### src/rtl/lpm_pkg.sv
// Shared types for the low-power mode controller.
// Assumes mode codes 1..5 are the software request encoding.
package lpm_pkg;

    typedef enum logic [2:0] {
        MODE_RUN    = 3'd0,
        MODE_WAIT   = 3'd1,
        MODE_DOZE   = 3'd2,
        MODE_RETAIN = 3'd3,
        MODE_DSLEEP = 3'd4,
        MODE_HIBER  = 3'd5
    } lpm_mode_e;

    typedef enum logic [2:0] {
        ST_RUN,
        ST_WAIT,
        ST_DOZE,
        ST_RETAIN,
        ST_DSLEEP,
        ST_HIBER,
        ST_RELOCK,
        ST_SREXIT
    } lpm_state_e;

    typedef struct packed {
        logic core_clk;
        logic bus_clk;
        logic periph_all;
        logic periph_masked;
        logic pll;
        logic self_ref;
        logic core_pwr;
        logic chip_pdn;
    } lpm_ctl_s;

endpackage

### src/rtl/lpm_req_filter.sv
// Request qualifier and peripheral mask register.
// Does: accepts a mode request only in run with a legal code; loads the
// doze gating mask only in run. Assumes synchronous active-low reset.
module lpm_req_filter
    import lpm_pkg::*;
#(
    parameter int N_PERIPH = 8
) (
    input  logic                clk,
    input  logic                rst_n,
    input  logic                in_run,
    input  logic                req_valid,
    input  logic [2:0]          req_mode,
    input  logic                mask_wr,
    input  logic [N_PERIPH-1:0] mask_in,
    output logic                accept,
    output lpm_mode_e           accept_mode,
    output logic [N_PERIPH-1:0] mask_q
);

    logic code_ok;

    // Legal target codes are wait through hibernate.
    always_comb begin
        code_ok     = (req_mode >= 3'd1) && (req_mode <= 3'd5);
        accept      = req_valid && in_run && code_ok;
        accept_mode = lpm_mode_e'(req_mode);
    end

    // Mask register, writable only while running.
    always_ff @(posedge clk) begin
        if (!rst_n) begin
            mask_q <= '0;
        end else if (mask_wr && in_run) begin
            mask_q <= mask_in;
        end
    end

endmodule

### src/rtl/lpm_relock_timer.sv
// PLL relock qualifier.
// Does: counts cycles while a wake is waiting for the PLL and reports ready
// only once RELOCK_MIN cycles have elapsed and lock is seen.
// Assumes RELOCK_MIN >= 1; the count restarts whenever active drops.
module lpm_relock_timer #(
    parameter int RELOCK_MIN = 4
) (
    input  logic clk,
    input  logic rst_n,
    input  logic active,
    input  logic pll_locked,
    output logic ready
);

    localparam int CW = $clog2(RELOCK_MIN + 1);
    localparam logic [CW-1:0] LIM = RELOCK_MIN[CW-1:0];

    logic [CW-1:0] cnt_q;

    // Saturating settle counter, cleared outside the relock wait.
    always_ff @(posedge clk) begin
        if (!rst_n || !active) begin
            cnt_q <= '0;
        end else if (cnt_q != LIM) begin
            cnt_q <= cnt_q + 1'b1;
        end
    end

    // Lock counts only after the settle window.
    always_comb begin
        ready = active && (cnt_q == LIM) && pll_locked;
    end

endmodule

### src/rtl/lpm_gate_decode.sv
// Output pattern decoder.
// Does: maps the controller state to the gating, PLL, self-refresh and
// power outputs; applies the mask per peripheral in doze.
// Assumes the state input is registered, so outputs are glitch-free.
module lpm_gate_decode
    import lpm_pkg::*;
#(
    parameter int N_PERIPH = 8
) (
    input  lpm_state_e          state,
    input  logic [N_PERIPH-1:0] mask,
    output logic                core_clk_en,
    output logic                bus_clk_en,
    output logic [N_PERIPH-1:0] periph_clk_en,
    output logic                pll_en,
    output logic                mem_sr_req,
    output logic                core_pwr_en,
    output logic                chip_pdn_req
);

    lpm_ctl_s ctl;

    // Per-state control pattern.
    always_comb begin
        ctl = '0;
        unique case (state)
            ST_RUN:    ctl = '{core_clk:1'b1, bus_clk:1'b1, periph_all:1'b1, periph_masked:1'b0,
                               pll:1'b1, self_ref:1'b0, core_pwr:1'b1, chip_pdn:1'b0};
            ST_WAIT:   ctl = '{core_clk:1'b0, bus_clk:1'b1, periph_all:1'b1, periph_masked:1'b0,
                               pll:1'b1, self_ref:1'b0, core_pwr:1'b1, chip_pdn:1'b0};
            ST_DOZE:   ctl = '{core_clk:1'b0, bus_clk:1'b0, periph_all:1'b0, periph_masked:1'b1,
                               pll:1'b1, self_ref:1'b0, core_pwr:1'b1, chip_pdn:1'b0};
            ST_RETAIN: ctl = '{core_clk:1'b0, bus_clk:1'b0, periph_all:1'b0, periph_masked:1'b0,
                               pll:1'b0, self_ref:1'b1, core_pwr:1'b1, chip_pdn:1'b0};
            ST_DSLEEP: ctl = '{core_clk:1'b0, bus_clk:1'b0, periph_all:1'b0, periph_masked:1'b0,
                               pll:1'b0, self_ref:1'b1, core_pwr:1'b0, chip_pdn:1'b0};
            ST_HIBER:  ctl = '{core_clk:1'b0, bus_clk:1'b0, periph_all:1'b0, periph_masked:1'b0,
                               pll:1'b0, self_ref:1'b0, core_pwr:1'b0, chip_pdn:1'b1};
            ST_RELOCK: ctl = '{core_clk:1'b0, bus_clk:1'b0, periph_all:1'b0, periph_masked:1'b0,
                               pll:1'b1, self_ref:1'b1, core_pwr:1'b1, chip_pdn:1'b0};
            ST_SREXIT: ctl = '{core_clk:1'b0, bus_clk:1'b0, periph_all:1'b0, periph_masked:1'b0,
                               pll:1'b1, self_ref:1'b0, core_pwr:1'b1, chip_pdn:1'b0};
            default:   ctl = '0;
        endcase
    end

    // Scalar outputs straight from the pattern.
    always_comb begin
        core_clk_en  = ctl.core_clk;
        bus_clk_en   = ctl.bus_clk;
        pll_en       = ctl.pll;
        mem_sr_req   = ctl.self_ref;
        core_pwr_en  = ctl.core_pwr;
        chip_pdn_req = ctl.chip_pdn;
    end

    // One enable per peripheral: on in full-run patterns, masked in doze.
    for (genvar i = 0; i < N_PERIPH; i++) begin : g_periph
        assign periph_clk_en[i] = ctl.periph_all | (ctl.periph_masked & ~mask[i]);
    end

endmodule

### src/rtl/lpm_ctrl.sv
// Low-power mode controller top.
// Does: sequences run/wait/doze/retention/deep-sleep/hibernate, staging
// the wake from the retention modes through PLL relock and self-refresh
// exit. Assumes synchronous active-low reset, which is also the only way
// out of hibernate.
module lpm_ctrl
    import lpm_pkg::*;
#(
    parameter int N_PERIPH   = 8,
    parameter int RELOCK_MIN = 4
) (
    input  logic                clk,
    input  logic                rst_n,
    input  logic                req_valid,
    input  logic [2:0]          req_mode,
    input  logic                mask_wr,
    input  logic [N_PERIPH-1:0] mask_in,
    input  logic                irq,
    input  logic                pll_locked,
    output logic                core_clk_en,
    output logic                bus_clk_en,
    output logic [N_PERIPH-1:0] periph_clk_en,
    output logic                pll_en,
    output logic                mem_sr_req,
    output logic                core_pwr_en,
    output logic                chip_pdn_req,
    output logic [2:0]          cur_mode
);

    lpm_state_e          state_q, state_d;
    lpm_mode_e           mode_q, mode_d;
    logic                accept;
    lpm_mode_e           accept_mode;
    logic [N_PERIPH-1:0] mask_q;
    logic                relock_ready;

    lpm_req_filter #(.N_PERIPH(N_PERIPH)) u_req (
        .clk         (clk),
        .rst_n       (rst_n),
        .in_run      (state_q == ST_RUN),
        .req_valid   (req_valid),
        .req_mode    (req_mode),
        .mask_wr     (mask_wr),
        .mask_in     (mask_in),
        .accept      (accept),
        .accept_mode (accept_mode),
        .mask_q      (mask_q)
    );

    lpm_relock_timer #(.RELOCK_MIN(RELOCK_MIN)) u_relock (
        .clk        (clk),
        .rst_n      (rst_n),
        .active     (state_q == ST_RELOCK),
        .pll_locked (pll_locked),
        .ready      (relock_ready)
    );

    // Next state and reached-mode update.
    always_comb begin
        state_d = state_q;
        mode_d  = mode_q;
        unique case (state_q)
            ST_RUN: begin
                if (accept) begin
                    mode_d = accept_mode;
                    unique case (accept_mode)
                        MODE_WAIT:   state_d = ST_WAIT;
                        MODE_DOZE:   state_d = ST_DOZE;
                        MODE_RETAIN: state_d = ST_RETAIN;
                        MODE_DSLEEP: state_d = ST_DSLEEP;
                        MODE_HIBER:  state_d = ST_HIBER;
                        default:     state_d = ST_RUN;
                    endcase
                end
            end
            ST_WAIT, ST_DOZE: begin
                if (irq) begin
                    state_d = ST_RUN;
                    mode_d  = MODE_RUN;
                end
            end
            ST_RETAIN, ST_DSLEEP: begin
                if (irq) state_d = ST_RELOCK;
            end
            ST_RELOCK: begin
                if (relock_ready) state_d = ST_SREXIT;
            end
            ST_SREXIT: begin
                state_d = ST_RUN;
                mode_d  = MODE_RUN;
            end
            ST_HIBER: state_d = ST_HIBER;
            default: begin
                state_d = ST_RUN;
                mode_d  = MODE_RUN;
            end
        endcase
    end

    // State and reported-mode registers.
    always_ff @(posedge clk) begin
        if (!rst_n) begin
            state_q <= ST_RUN;
            mode_q  <= MODE_RUN;
        end else begin
            state_q <= state_d;
            mode_q  <= mode_d;
        end
    end

    lpm_gate_decode #(.N_PERIPH(N_PERIPH)) u_dec (
        .state         (state_q),
        .mask          (mask_q),
        .core_clk_en   (core_clk_en),
        .bus_clk_en    (bus_clk_en),
        .periph_clk_en (periph_clk_en),
        .pll_en        (pll_en),
        .mem_sr_req    (mem_sr_req),
        .core_pwr_en   (core_pwr_en),
        .chip_pdn_req  (chip_pdn_req)
    );

    // Reported mode is the one actually reached.
    always_comb cur_mode = mode_q;

endmodule

### config.mk
export PLATFORM = sky130hd
export DESIGN_NAME = lpm_ctrl
export DESIGN_NICKNAME = d
export VERILOG_FILES = /design/src/rtl/lpm_pkg.sv /design/src/rtl/lpm_req_filter.sv /design/src/rtl/lpm_relock_timer.sv /design/src/rtl/lpm_gate_decode.sv /design/src/rtl/lpm_ctrl.sv
export SDC_FILE = /design/constraint.sdc
export NUM_CORES = 1
export LEC_CHECK = 0
export CORE_MARGIN = 2
export CORE_UTILIZATION = 45
export DETAILED_ROUTE_END_ITERATION = 8
export DONT_BUFFER_PORTS = 1
export GPL_TIMING_DRIVEN = 0
export PLACE_DENSITY = 0.67
export SLEW_MARGIN = 20
export SYNTH_ARGS = -nofsm -noshare
export SYNTH_HDL_FRONTEND = slang
export SYNTH_HIERARCHICAL = 1
export SYNTH_SLANG_ARGS = --single-unit
export TNS_END_PERCENT = 50
### constraint.sdc
create_clock -name clk -period 2.6 [get_ports clk]
set_input_delay 0.39 -clock clk [delete_from_list [all_inputs] [get_ports clk]]
set_output_delay 0.39 -clock clk [all_outputs]
set_load 0.01 [all_outputs]
==> results of run 1 <==
## layout make-up
type	count	area, sq um
inverters	4	15.01
plain buffers	15	111.4
fillers	242	1226
well taps	30	37.54
flip-flops and latches	17	340.3
multi-input cells	100	675.6
clock buffers	4	26.28
## sequential cells by signal (all words and copies together), names as in the netlist
signal and cells:
state_q 3, cur_mode 3, u_req/mask_q 8, u_relock/cnt_q 3
## power by group through the flow
stage	clock network, W	registers [W]	logic [W]
floorplan	0	0.000319	0.000266
global placement	0	0.000325	0.000303
detailed placement	0	0.000326	0.000310
CTS	0.000147	0.000320	0.000312
global route	0.000161	0.000325	0.000343
finish	0.000139	0.000320	0.000315
## synth_stat cells (2+ instances only)
master / n
dfxtp_1: 17
nand2_1: 16
nand4_1: 12
nor2_1: 12
o21a_1: 9
o21ai_2: 8
buf_4: 5
a21oi_1: 4
buf_2: 4
buf_6: 4
inv_1: 4
mux2i_1: 4
nand2b_1: 3
nor3_1: 3
o31ai_1: 3
and3b_1: 2
ha_1: 2
nand3_1: 2
nor4bb_1: 2
## logic make-up (layout without fill, tap and decap cells)
kind of cell | after synthesis | count (layout) | synth area share [%]
AND/OR/NAND/NOR | 59 | 59 | 28.93
buffers and inverters | 19 | 23 | 11.11
flip-flops | 17 | 17 | 29.92
adder cells (fa/ha/maj) | 2 | 2 | 2.200
AO/OA/AOI/OAI | 33 | 33 | 22.33
multiplexers | 6 | 6 | 5.501
## per-layer routing
metal,up-vias,part of all wire (%)
met1,452,44
li1,497,-
met2,27,47
met5,-,0
met3,2,6.8
met4,0,1.3
## worst register-to-register path, cell delays in order, from the launching register on
cell and delay (ns):
dfxtp_1 0.36, buf_2 0.20, nor3_4 0.29, buf_6 0.19
nand2_1 0.07, a211oi_2 0.38, mux2i_1 0.13, nor3_1 0.28
o31ai_1 0.15
## through the flow
step	cell area [sq um]	utilization [%]	instances
floorplan	1137	-	136
global placement	1175	48.30	166
detailed placement	1175	48.30	166
CTS	1201	49.38	170
global route	1206	49.59	170
finish	1206	49.59	170
## what timing repair did
action | CTS | global route
endpoints found under the setup margin | 0 | 2
resized for setup | 0 | 1
setup buffers | 0 | 0
## worst min path at each step
stage	to	start	slack, ns
after floorplan	u_req/mask_q[0]	u_req/mask_q[0]	0.44
after CTS	u_req/mask_q[2]	mask_in[2]	0.24
final	u_req/mask_q[2]	mask_in[2]	0.26
after global routing	u_req/mask_q[6]	mask_in[6]	0.23
after global placement	u_req/mask_q[4]	u_req/mask_q[4]	0.45
after detailed placement	u_req/mask_q[6]	u_req/mask_q[6]	0.45
==> metrics.md, run 1 <==
| Metric | Value |
|---|---|
| Total design power | `0.0007738 W` |
| Routed WL | `2411 microns` |
| Worst-Skew Late Latency | `0.28 ns` |
| Num ports | `34` |
| DRC viols | `0` |
| Worst path max stage delay | `0.38 ns` |
| Clock slew at reported path FFs | `0.10 ns` |
| Final hold slack | `0.2574 ns` |
| Layout area overhead | `6.051%` |
| Slew @ Worst Pin | `0.4000 ns` |
| Post-synthesis sequential area ratio | `29.92%` |
| Synth area leaders | `dfxtp_1, nand4_1, o21ai_2` |
| Initial antenna violation count | `0` |
| CP Launch Point | `state_q[0]` |
| Switching Share | `38.76%` |
| Outcome | `completed` |
| Post-Syn Area | `1137 sq um` |
| Synth cell types | `39` |
| Clock tree buffer depth | `2` |
| Nets | `160` |
| Switching power | `0.0002999 W` |
| R2r startpoint | `state_q[0]` |
| Global route overflow | `0` |
| First-pass GRT wire length | `3560 microns` |
| Vias per cell | `5.753` |
| Commonest non-fill, non-tap cells in the layout | `dfxtp_1, nand2_1, nand4_1, nor2_1, o21a_1` |
| Wire per inst | `14.18 microns` |
| RSZ-0062 raised after global routing | `no` |
| FFs w/ async S/R, synth | `0%` |
| Layer with the highest usage | `met2` |
| Largest delay share family, worst path | `simple AND/OR/NAND/NOR gates` |
| Hold Path Class | `in -> reg` |
| Height of the die | `54.28 microns` |
| TNS Setup | `0 ns` |
| GR Util All Layers | `16.54%` |
| Setup crit start kind | `flip-flop` |
| Synthesized flop and latch total | `17` |
| M1 GR Usage | `20.50%` |
| DR vias | `978` |
| Crit Path Category | `reg -> reg` |
| Synth area leader | `dfxtp_1` |
| Dominant synthesized flop cell | `dfxtp_1` |
| Relative slew slack | `73.28%` |
| Met3 GRT Util | `4.645%` |
| P_leak | `0.4444 nW` |
| Chip width | `54.28 microns` |
| Final worst path period need | `2.170 ns` |
| Fin. Hold Viols | `0` |
| Sink Count | `17` |
| Routability cong. | `0.7492` |
| Reg-to-Reg End | `cur_mode[2]` |
| Pre-CTS setup slack | `0.3258 ns` |
| Internal Power | `0.0004738 W` |
| Syn_nets | `155` |
| CP endpoint kind | `flip-flop` |
| Core Area | `2432 sq um` |
| Logic gate share of total power | `40.7%` |
| Count of flip-flops with a built-in enable after synthesis | `0` |
| CP Buf/Inv Count | `2` |
| Worst path depth | `8` |
| H-Tree Depth | `1` |
| Die ar. | `2946 sq um` |
| Layout cells sized above 1 | `24.29%` |
| Clk_skew | `0.004373 ns` |
| Antenna Nets Post-Route | `0` |
| FMAX | `460.9 MHz` |
| Drt pass-1 iters | `4` |
| Initial Utilization | `46.76%` |
| Final setup violation count | `0` |
| Final WS setup | `0.4305 ns` |
| Worst Path Required | `2.76 ns` |
| Yosys Warn Count | `6` |
| Clock power frac | `18.0%` |
| Final Cycle Share | `83.44%` |
| Slew Viols, Final | `0` |
| Max-Cap Viols | `0` |
| ANT cells | `0` |
| Worst vdd ir | `0.3706 mV` |
| Clock buffer count from CTS | `3` |
| CP Cell Sequence | `buf_2, nor3_4, buf_6, nand2_1, a211oi_2, mux2i_1, nor3_1, o31ai_1` |
| Cell row count | `18` |
| CTS tree | `done` |
| Yosys top cell area share | `29.92%` |
| Pin count of the biggest net entering global routing | `11` |
| Sequential share of power | `41.3%` |
| PortBufs | `0` |
| Post-synthesis average cell area | `8.363 sq um` |
| PwrDens | `641.5 nW/um^2` |
| WHS Path Cells | `2` |
| DR iter-0 viols | `14` |
| Met2 Track Usage GR | `27.31%` |
| DP Wirelength | `1796 microns` |
| Vias in the first global route | `829` |
| Slowest cell on crit path | `a211oi_2` |
| Hold-fix buffers, CTS | `0` |
| Synthesized instance count | `136` |
| Crit Path Max Fanout | `10` |
| Most common cell after layout, fill and taps aside | `dfxtp_1` |
| Clk root buf | `clkbuf_4` |
| Data arrival time at the worst-slack endpoint | `2.33 ns` |
| Reg2reg setup slack | `0.43 ns` |
| Worst Reg-to-Reg Cells | `8` |
| Critical path destination | `cur_mode[2]` |
(Power assumes the default switching activity.)
==> run 2, diff against run 1 <==
- PLACE_DENSITY: 0.67 -> 0.69
- clock period: 2.6 -> 1.9 ns (I/O delays scaled with it)
==> metrics.md, run 2 (synthesized netlist as in run 1, its figures left out) <==
| Metric | Value |
|---|---|
| Hold Path Class | `in -> reg` |
| Worst path max stage delay | `0.38 ns (about the same)` |
| Vias per cell | `5.621 (-2.3%)` |
| Max reg flops | `8 (unchanged)` |
| Commonest non-fill, non-tap cells in the layout | `nand2_1, dfxtp_1, buf_4, nand4_1, nor2_1` |
| DR iter-0 viols | `11 (-3)` |
| Relative slew slack | `76.09% (+2.8 points)` |
| WHS Path Cells | `2 (unchanged)` |
| Crit Path Category | `reg -> reg` |
| Slew Viols, Final | `0 (unchanged)` |
| Clock buffer count from CTS | `3 (unchanged)` |
| Slowest cell on crit path | `dfxtp_4` |
| First-pass GRT wire length | `3594 microns (+0.96%)` |
| Slew @ Worst Pin | `0.3559 ns (-0.04414 ns)` |
| Area after DPL | `1180 sq um (+0.43%)` |
| Sequential share of power | `38.9% (-2.4 points)` |
| Largest register by flop count | `u_req/mask_q` |
| GR Util All Layers | `16.82% (+0.28 points)` |
| Max-Cap Viols | `0 (unchanged)` |
| Crit Path Max Fanout | `10 (unchanged)` |
| Switching Share | `37.93% (-0.83 points)` |
| Routability cong. | `0.7442 (-0.67%)` |
| PortBufs | `0 (unchanged)` |
| Layout area overhead | `15.07%` |
| Worst Reg-to-Reg Cells | `8 (unchanged)` |
| Fillers | `233 (-3.7%)` |
| Data arrival time at the worst-slack endpoint | `1.98 ns (-0.35 ns)` |
| Clock tree buffer depth | `2 (unchanged)` |
| Switching power | `0.0004355 W (+45%)` |
| Worst Path Required | `2.09 ns (-0.67 ns)` |
| Vias in the first global route | `847 (+2.2%)` |
| DR vias | `995 (+1.7%)` |
| Core Area | `2432 sq um (unchanged)` |
| Initial Utilization | `46.76% (unchanged)` |
| Fin. Hold Viols | `0 (unchanged)` |
| Fin util | `53.81% (+4.2 points)` |
| Clk root buf | `clkbuf_4` |
| Setup crit start kind | `flip-flop` |
| CTS tree | `done` |
| Wire per inst | `13.72 microns (-3.3%)` |
| Routed WL | `2428 microns (+0.71%)` |
| R2r startpoint | `state_q[0]` |
| Cell row count | `18 (unchanged)` |
| CP endpoint kind | `flip-flop` |
| Initial antenna violation count | `0 (unchanged)` |
| Num ports | `34 (unchanged)` |
| Final worst path period need | `1.782 ns (-0.3878 ns)` |
| P_leak | `0.4933 nW (+11%)` |
| Nets | `167 (+4.4%)` |
| Final setup violation count | `0 (unchanged)` |
| Most common cell after layout, fill and taps aside | `nand2_1` |
| CP Launch Point | `state_q[0]` |
| DP Wirelength | `1729 microns (-3.7%)` |
| Total design power | `0.001148 W (+48%)` |
| Final instance area | `1309 sq um (+8.5%)` |
| Outcome | `completed` |
| PwrDens | `877.3 nW/um^2 (+37%)` |
| Clock slew at reported path FFs | `0.10 ns (about the same)` |
| H-Tree Depth | `1 (unchanged)` |
| Final Cycle Share | `93.78% (+10 points)` |
| DRC viols | `0 (unchanged)` |
| ANT cells | `0 (unchanged)` |
| Logic gate share of total power | `44.0% (+3.3 points)` |
| Clk_skew | `0.003041 ns (-0.001332 ns)` |
| Pin count of the biggest net entering global routing | `11 (unchanged)` |
| CP most frequent cell | `buf_6` |
| Internal Power | `0.0007126 W (+50%)` |
| Die ar. | `2946 sq um (unchanged)` |
| Drt pass-1 iters | `4 (unchanged)` |
| Height of the die | `54.28 microns (unchanged)` |
| Sink Count | `17 (unchanged)` |
| Global route overflow | `0 (unchanged)` |
| Hold path start | `mask_in[2]` |
| CP Cell Sequence | `buf_6, nor3_4, buf_6, nand2_1, a211oi_4, mux2_4, mux2i_1, o32ai_1` |
| FMAX | `561.3 MHz (+22%)` |
| Worst vdd ir | `0.4490 mV (+21%)` |
| Clock power frac | `17.1% (-0.9 points)` |
| Hold-fix buffers, CTS | `0 (unchanged)` |
| Layout cells sized above 1 | `32.65% (+8.4 points)` |
| Worst-Skew Late Latency | `0.29 ns (about the same)` |
| Antenna Nets Post-Route | `0 (unchanged)` |
| Chip width | `54.28 microns (unchanged)` |
run 2: changes by cell type in the layout (fill, tap and decap cells not counted), sizes merged:
cell	delta
buf	+7
clkbuf	-1
clkinv	+1
run 2: layout make-up:
cell class                 instances  area, sq um  share of cell area (%)
timing repair buffer               8        60.06                   4.589
inverter                           4        15.01                   1.147
multi-input combinational        100        706.9                   54.02
clock buffer                       3        22.52                   1.721
clock inverter                     1        5.005                  0.3824
sequential                        17        351.6                   26.86
buffer                            14        110.1                   8.413
tap                               30        37.54                   2.868
run 2: worst paths after layout:
check / slack [ns] / end
setup reg to reg: 0.12 / state_q[1]
hold / removal: 0.14 / u_req/mask_q[2]
hold reg to reg: 0.47 / u_req/mask_q[3]
setup / recovery: 0.12 / state_q[1]
run 2: metal layers:
metal / GRT usage [%] / vias to the layer above / wire (microns)
met5: 0 / - / 0
met4: 6.250 / 0 / 15
met3: 3.825 / 2 / 165
met2: 27.91 / 31 / 1141
met1: 21.19 / 450 / 1106
li1: - / 512 / -
run 2: repair_timing:
action	CTS	global route
pin swaps	2	4
endpoints found under the setup margin	6	6
gates resized for setup	3	11
setup buffers	2	6
run 2: worst max-delay path, delay by kind of cell (launching register included):
| kind | cells | cell delay [ns] |
|---|---|---|
| AO/OA/AOI/OAI | 2 | 0.49 |
| flip-flops | 1 | 0.38 |
| AND/OR/NAND/NOR | 2 | 0.28 |
| multiplexers | 2 | 0.27 |
| buffers and inverters | 2 | 0.26 |
run 2: per-stage QoR:
| stage | hold slack, ns | TNS [ns] | worst slack [ns] | instances |
|---|---|---|---|---|
| finish | 0.1425 | 0 | 0.1183 | 177 |
| global route | 0.1340 | -0.05618 | -0.02391 | 177 |
| CTS | 0.1295 | 0 | 0.02289 | 172 |
| detailed placement | 0.4523 | -0.7796 | -0.1489 | 166 |
| global placement | 0.4477 | -0.6833 | -0.1340 | 166 |
| floorplan | 0.4397 | 0 | 0.06182 | 136 |
run 2: power by group through the flow:
stage | sequential [W] | combinational, W | clock [W]
floorplan | 0.000436 | 0.000367 | 0
global placement | 0.000447 | 0.000410 | 0
detailed placement | 0.000448 | 0.000421 | 0
CTS | 0.000441 | 0.000447 | 0.000205
global route | 0.000454 | 0.000558 | 0.000217
finish | 0.000447 | 0.000505 | 0.000196
